`config.mk`:
```
export PLATFORM = sky130hd
export DESIGN_NAME = dual_stream_rr_arb
export DESIGN_NICKNAME = d
export VERILOG_FILES = /design/src/rtl/arb_rr_pkg.sv /design/src/rtl/rr_winner_pick.sv /design/src/rtl/rr_burst_counter.sv /design/src/rtl/dual_stream_rr_arb.sv
export SDC_FILE = /design/constraint.sdc
export NUM_CORES = 1
export LEC_CHECK = 0
export CAP_MARGIN = 30
export CORE_MARGIN = 2
export CORE_UTILIZATION = 41
export DETAILED_ROUTE_END_ITERATION = 16
export PLACE_DENSITY = 0.72
export SYNTH_ARGS = -nofsm -noshare
export SYNTH_HDL_FRONTEND = slang
export SYNTH_HIERARCHICAL = 1
export SYNTH_SLANG_ARGS = --single-unit
```
`constraint.sdc`:
```
create_clock -name clk -period 2.3 [get_ports clk]
set_input_delay 0.46 -clock clk [delete_from_list [all_inputs] [get_ports clk]]
set_output_delay 0.46 -clock clk [all_outputs]
set_load 0.05 [all_outputs]
```
`src/rtl/arb_rr_pkg.sv`:
```
package arb_rr_pkg;
  typedef enum logic {
    SEL_FREE   = 1'b0,
    SEL_LOCKED = 1'b1
  } sel_state_e;

  function automatic logic [1:0] stream_onehot(input logic s);
    return {s, ~s};
  endfunction
endpackage

```
`src/rtl/rr_winner_pick.sv`:
```
module rr_winner_pick (
  input  logic [1:0] req,
  input  logic       prefer,
  input  logic       fixed_mode,
  output logic       any_req,
  output logic       winner
);
  always_comb begin
    any_req = |req;
    if (req == 2'b11)
      winner = fixed_mode ? 1'b0 : prefer;
    else
      winner = req[1] & ~req[0];
  end
endmodule

```
`src/rtl/rr_burst_counter.sv`:
```
module rr_burst_counter #(
  parameter int CNT_W = 5
) (
  input  logic             clk,
  input  logic             rst,
  input  logic             load,
  input  logic [CNT_W-1:0] load_val,
  input  logic             clear,
  input  logic             dec,
  output logic [CNT_W-1:0] cnt,
  output logic             last_one
);
  localparam logic [CNT_W-1:0] ONE = CNT_W'(1);

  assign last_one = dec && (cnt == ONE);

  always_ff @(posedge clk) begin
    if (rst)
      cnt <= '0;
    else if (load)
      cnt <= load_val;
    else if (clear)
      cnt <= '0;
    else if (dec && cnt != '0)
      cnt <= cnt - ONE;
  end
endmodule

```
`src/rtl/dual_stream_rr_arb.sv`:
```
module dual_stream_rr_arb #(
  parameter int CNT_W = 5
) (
  input  logic             clk,
  input  logic             rst,
  input  logic [1:0]       req,
  input  logic             xfer_done,
  input  logic             hp_busy,
  input  logic [CNT_W-1:0] period,
  output logic [1:0]       gnt,
  output logic [CNT_W-1:0] burst_left
);
  import arb_rr_pkg::*;

  sel_state_e sel_q;
  logic       owner_q;
  logic       prefer_q;

  logic       locked;
  logic       exhaust;
  logic       hold;
  logic       release_now;
  logic       prefer_eff;
  logic       fixed_mode;
  logic       any_req;
  logic       winner;
  logic       new_grant;
  logic       lock_now;
  logic [1:0] gnt_d;

  assign locked      = (sel_q == SEL_LOCKED);
  assign fixed_mode  = (period == '0);
  assign hold        = locked && req[owner_q] && !exhaust;
  assign release_now = locked && !hold;
  assign prefer_eff  = release_now ? ~owner_q : prefer_q;
  assign new_grant   = !hold && !hp_busy && any_req;
  assign lock_now    = new_grant && !fixed_mode;

  rr_winner_pick u_pick (
    .req        (req),
    .prefer     (prefer_eff),
    .fixed_mode (fixed_mode),
    .any_req    (any_req),
    .winner     (winner)
  );

  rr_burst_counter #(.CNT_W(CNT_W)) u_cnt (
    .clk      (clk),
    .rst      (rst),
    .load     (lock_now),
    .load_val (period),
    .clear    (release_now),
    .dec      (locked && xfer_done),
    .cnt      (burst_left),
    .last_one (exhaust)
  );

  always_comb begin
    if (hold)
      gnt_d = hp_busy ? 2'b00 : stream_onehot(owner_q);
    else if (new_grant)
      gnt_d = stream_onehot(winner);
    else
      gnt_d = 2'b00;
  end

  always_ff @(posedge clk) begin
    if (rst) begin
      sel_q    <= SEL_FREE;
      owner_q  <= 1'b0;
      prefer_q <= 1'b0;
      gnt      <= 2'b00;
    end else begin
      gnt <= gnt_d;
      if (release_now)
        prefer_q <= ~owner_q;
      if (lock_now) begin
        sel_q   <= SEL_LOCKED;
        owner_q <= winner;
      end else if (release_now) begin
        sel_q <= SEL_FREE;
      end
    end
  end
endmodule

```
Word-level counts from Yosys, hierarchy flattened

Index checks and enable logic that the tools add are counted.

Register bits after elaboration: 10
Input port bits: 11
Output and inout bits: 7
Logic and storage cells: 44

Add/sub/neg operators: 1
Magnitude comparators: 1
Equal/unequal tests: 2
Mux-type cells: 13
Bitwise logic cells: 4
Reductions and logical operators: 18

Operators with widths:

| kind                                                | count |
|---|---|
| 2-to-1 mux 5 bit                                    | 3 |
| logical AND 1 bit                                   | 9 |
| 2-to-1 mux 1 bit                                    | 7 |
| 2-to-1 mux 2 bit                                    | 3 |
| equality test 5 x 1 -> 1 bit, second input constant | 1 |
| zero test 5 bit                                     | 1 |
| nonzero test 5 bit                                  | 1 |
| subtractor 5 x 1 -> 5 bit, second input constant    | 1 |
| zero test 1 bit                                     | 4 |
| inverter 1 bit                                      | 3 |
| nonzero test 3 bit                                  | 1 |
| equality test 2 bit, second input constant          | 1 |
| < comparator 1 x 2 -> 1 bit, second input constant  | 1 |
| nonzero test 2 bit                                  | 1 |
| OR reduction 2 bit                                  | 1 |
| AND 1 bit                                           | 1 |

Logic depth before layout (Yosys ltp)

Depth in word-level cells: 12
Mapped depth: 12
Depth with buffers taken out: 12

Modules after synthesis

Netlist, hierarchy kept.

Modules (own cells, without submodules):

| module             | instances | cells each | area each (sq um) | sequential area each (sq um) |
|---|---|---|---|---|
| rr_burst_counter   | 1         | 44         | 342.8             | 100.1 |
| dual_stream_rr_arb | 1         | 31         | 279.0             | 100.1 |
| rr_winner_pick     | 1         | 3          | 20.0              | 0.0 |

Worst setup path before layout

Ideal clock, no wire load.

Path kind: register -> register
Start: reg u_cnt.cnt[0]
End: reg owner_q
Library setup time: 0.070 ns
Arrival time: 2.460 ns
Required time: 2.230 ns
Slack: -0.229 ns
Stages on the path, launching flop included: 11
Buffers on the path: 0
Period minus slack after synthesis: 2.529 ns
Cells stage by stage: dfxtp_1 > ha_1 > nand2_1 > nor4_1 > nand2b_1 > a21oi_1 > o2bb2ai_1 > nand2b_1 > a21boi_1 > or3b_1 > a21oi_1

Cells in the longest elaborated chain, start to end: 9
Elaborated cells between the ends (all ways): 12
Those cells by class: 1 x eq/ne; 3 x mux; 8 x reduce/logical

RTL lines:

| item                         | RTL line                 | text |
|---|---|---|
| start, declared              | rr_burst_counter.sv:10   | `output logic [CNT_W-1:0] cnt,` |
| start signal, assigned       | rr_burst_counter.sv:21   | `cnt <= load_val;` |
| start signal, assigned       | rr_burst_counter.sv:25   | `cnt <= cnt - ONE;` |
| equality test 5 x 1 -> 1 bit | rr_burst_counter.sv:15   | `assign last_one = dec && (cnt == ONE);` |
| logical AND 1 bit            | rr_burst_counter.sv:15   |  |
| via exhaust                  | dual_stream_rr_arb.sv:20 | `logic exhaust;` |
| zero test 1 bit              | dual_stream_rr_arb.sv:33 | `assign hold = locked && req[owner_q] && !exhaust;` |
| logical AND 1 bit            | dual_stream_rr_arb.sv:33 |  |
| zero test 1 bit              | dual_stream_rr_arb.sv:34 | `assign release_now = locked && !hold;` |
| logical AND 1 bit            | dual_stream_rr_arb.sv:34 |  |
| 2-to-1 mux 1 bit             | --                       |  |
| via prefer_eff               | dual_stream_rr_arb.sv:23 | `logic prefer_eff;` |
| 2-to-1 mux 1 bit             | rr_winner_pick.sv:11     | `winner = fixed_mode ? 1'b0 : prefer;` |
| 2-to-1 mux 1 bit             | rr_winner_pick.sv:10     | `if (req == 2'b11)` |
| via winner                   | dual_stream_rr_arb.sv:26 | `logic winner;` |
| end signal, assigned         | dual_stream_rr_arb.sv:79 | `owner_q <= winner;` |
| end, declared                | dual_stream_rr_arb.sv:16 | `logic owner_q;` |

The timed path passes the listed nets, and every way through them passes these cells.
A chain may end at the register's enable or synchronous reset.

Worst setup path in the final report

Start: in period[0]
End: reg u_cnt.cnt[3]

Cells in the longest elaborated chain, start to end: 4
Elaborated cells between the ends (all ways): 5
Those cells by class: 1 x mux; 4 x reduce/logical

RTL lines:

| item                                                                    | RTL line                 | text |
|---|---|---|
| start, declared                                                         | dual_stream_rr_arb.sv:9  | `input logic [CNT_W-1:0] period,` |
| zero test 5 bit *                                                       | dual_stream_rr_arb.sv:32 | `assign fixed_mode = (period == '0);` |
| zero test 1 bit *                                                       | dual_stream_rr_arb.sv:37 | `assign lock_now = new_grant && !fixed_mode;` |
| logical AND 1 bit *                                                     | dual_stream_rr_arb.sv:37 |  |
| via lock_now                                                            | dual_stream_rr_arb.sv:28 | `logic lock_now;` |
| nonzero test 3 bit (no source line) or 2-to-1 mux 5 bit (tied branches) | --                       |  |

The timed path passes the listed nets; every way through them passes the cells marked *.

==> out/metrics.cfg <==
[outcome]
run_status=finished, final reports clean

[sta]
maxSlewViolCount=0
timing.fmax_mhz=453.7
worst_pin_slew_ps=498.2
grt_setup_unrepaired=false
finClkSkew_ps=2.743
min_period_ps=2204
tns_ps=0
finalSetupViolCount=0
fin_crit_sh_pct=95.82
hold_violations=0
max-slew-margin-rel_pct=66.68

[synthesis]
synthAdderAreaFrac_pct=3.899
synth_top_family_by_area=simple AND/OR/NAND/NOR gates
synth_top_area_share_pct=31.19
synth_xor_area_share_pct=0
synth-seq-cells=10
synth.most_common_cell=dfxtp_1
syn-cell-area_sq_um=641.9
synth_mux_area_share_pct=3.314
ys_seq_area_share_pct=31.19
synth_commonest_cells=10 x dfxtp_1, 9 x nand2_1, 5 x a211oi_1, 5 x a21oi_1
synthFlopType=dfxtp_1
synth_cell_types=36
synth_compound_area_share_pct=19.88
synth-simple-area-share_pct=37.43
synth_warnings=6
postSynthCellCount=78
async_flop_share_pct=0
yosys.area.top_type=dfxtp_1
synth-edff-count=0
avgSynthCellArea_sq_um=8.229
syn_nets=91
synth.area.top_cells=dfxtp_1 31%, a211oi_1 5.8%, nand2_1 5.3%

[critical_path]
reg2reg_slack_ps=220
required_ps=2480
critical_path_arrival_ps=2390
rr_endpoint=owner_q$_SDFFE_PP0P_
crit_fanout=5
rr_worst_depth=11
cp_slowest_stage_delay_ps=550
crit_slowest_cell=or4_4
crit_cells=9
setup.worst_path.end_class=flop
cpLargestDelayFamily=simple AND/OR/NAND/NOR gates
cp_cell_sequence=clkdlybuf4s50_1 -> or4_4 -> o21ai_2 -> nor2_2 -> buf_4 -> nor2_4 -> buf_6 -> nand3b_1 -> a311oi_2
cp_num_buf_inv=3
path_class=in2reg
endpoint=u_cnt/cnt[3]$_SDFFE_PP0P_
crit_start=period[0]
crit-reg2reg-launch=u_cnt/cnt[1]$_SDFFE_PP0P_
crit_path_start_kind=primary input

[cts]
clk_path_buf_depth=2
htreeDepth=1
clkLatencyLatePin_ps=270
cts_made_buffers=3
hold_buffers=0
cts_sinks=10
cts_tree=done
clockRootBuffer=clkbuf_4
path_clk_slew_ps=70

[pwr]
power.density_nw_per_um2=579.6
leakage_nw=0.3957
ir_drop_v=0.0004226

[die]
rows=14
pin_count=18
die_x_um=43.57
initial_core_util_pct=43.11
die_area_sq_um=1898
dieHeight_um=43.57
core_sq_um=1489

[layout]
stdcell_count=125
final_nets=123
final_util_pct=69.66
synthToLayoutAreaGrowth_pct=61.60
drive_gt1_share_pct=33.94
diodes=0
fill_cells=134
design_area_sq_um=1037

[routing]
via_per_inst=5.576
first_iter_violations=28
drt-total-wl_um=1680
wl_per_cell_um=13.44
vias=697
ant_nets=0
dr.pass1.iters=4
drc=0

[global_route]
antenna_found_initial=0
grt_pass1_vias=663
grt_pass1_wl_um=2766
overflow=0
grt_max_degree=11
grt_usage_pct=19.66

[hold_path]
min_path_type=reg2reg

[placed_design]
place_congestion=0.8060
hpwl_um=1220
dp_cells=120
placed_cell_area_sq_um=918.4
io_buffers=17

[job]
maxCapViolCount=0

==> power breakdown <==
part           total (mW)  internal (mW)  switching (mW)
sequential          0.212          0.189          0.0229
clock               0.165         0.0963          0.0692
combinational       0.224          0.107           0.117
==> layout make-up <==
cell class              count  area, sq um  share of cell area (%)
multi-input cells          61        489.2                   47.17
repair buffers             30        274.0                   26.42
flip-flops and latches     10        202.7                   19.54
clock buffers               4        36.28                   3.498
well taps                  16        20.02                   1.930
inverters                   4        15.01                   1.448
==> worst min-delay path by stage <==
stage	start	cells after the start	slack (ps)	endpoint
final	owner_q$_SDFFE_PP0P_	2	570	gnt[1]$_SDFF_PP0_
after detailed placement	owner_q$_SDFFE_PP0P_	2	540	gnt[1]$_SDFF_PP0_
after floorplan	owner_q$_SDFFE_PP0P_	2	480	gnt[1]$_SDFF_PP0_
after global placement	u_cnt/cnt[4]$_SDFFE_PP0P_	2	520	u_cnt/cnt[4]$_SDFFE_PP0P_
after CTS	owner_q$_SDFFE_PP0P_	2	550	gnt[1]$_SDFF_PP0_
after global routing	owner_q$_SDFFE_PP0P_	2	610	owner_q$_SDFFE_PP0P_
==> per-layer routing <==
metal,vias up,share of wire [%],routed length (um),global-route usage [%]
li1,348,-,-,-
met1,320,46,772,23.08
met2,25,47,789,32.94
met3,4,5.8,97,5.833
met4,0,1.3,21,8.485
met5,-,0,0,0
==> tightest hold or removal path, cell delays in order (launching register included) <==
cell and delay [ps]:
dfxtp_1 370, nand2_1 100, a211oi_2 60
==> cell usage in the layout (no fill, tap or decap), types with 2 or more instances in the layout <==
cell             count
nor2_1               2
nand2_1              8
buf_4               12
clkbuf_4             3
nand3_1              2
nor2b_1              3
nand2b_1             2
ha_1                 2
clkdlybuf4s50_1     16
a211oi_2             2
nor3_1               3
o21ai_1              2
dfxtp_2              2
a211oi_1             3
a21oi_1              4
inv_1                4
nand3b_1             2
dfxtp_1              8
==> stage by stage <==
stage / setup WS, ps / hold slack [ps] / power, mW
floorplan: -20.53 / 478.7 / 0.3296
detailed placement: -260.9 / 536.7 / 0.4072
global placement: -187.9 / 520.0 / 0.4043
global route: 30.00 / 605.8 / 0.6326
finish: 96.12 / 565.7 / 0.6012
CTS: 9.402 / 547.3 / 0.5737
==> registers in the layout, indices dropped and copies added, names as in the netlist <==
name	count
owner_q	1
prefer_q	1
u_cnt/cnt	5
gnt	2
locked	1
==> repair_timing <==
item                       CTS  global route
gates resized for setup      0            18
buffers inserted             0             1
setup endpoints to repair    0             8
==> cell families after synthesis <==
group | Yosys count
flops | 10
compound gates | 19
simple gates | 38
buf+inv | 7
fa+ha+maj | 2
mux | 2
Note: power is estimated with default switching activity, not from simulation.
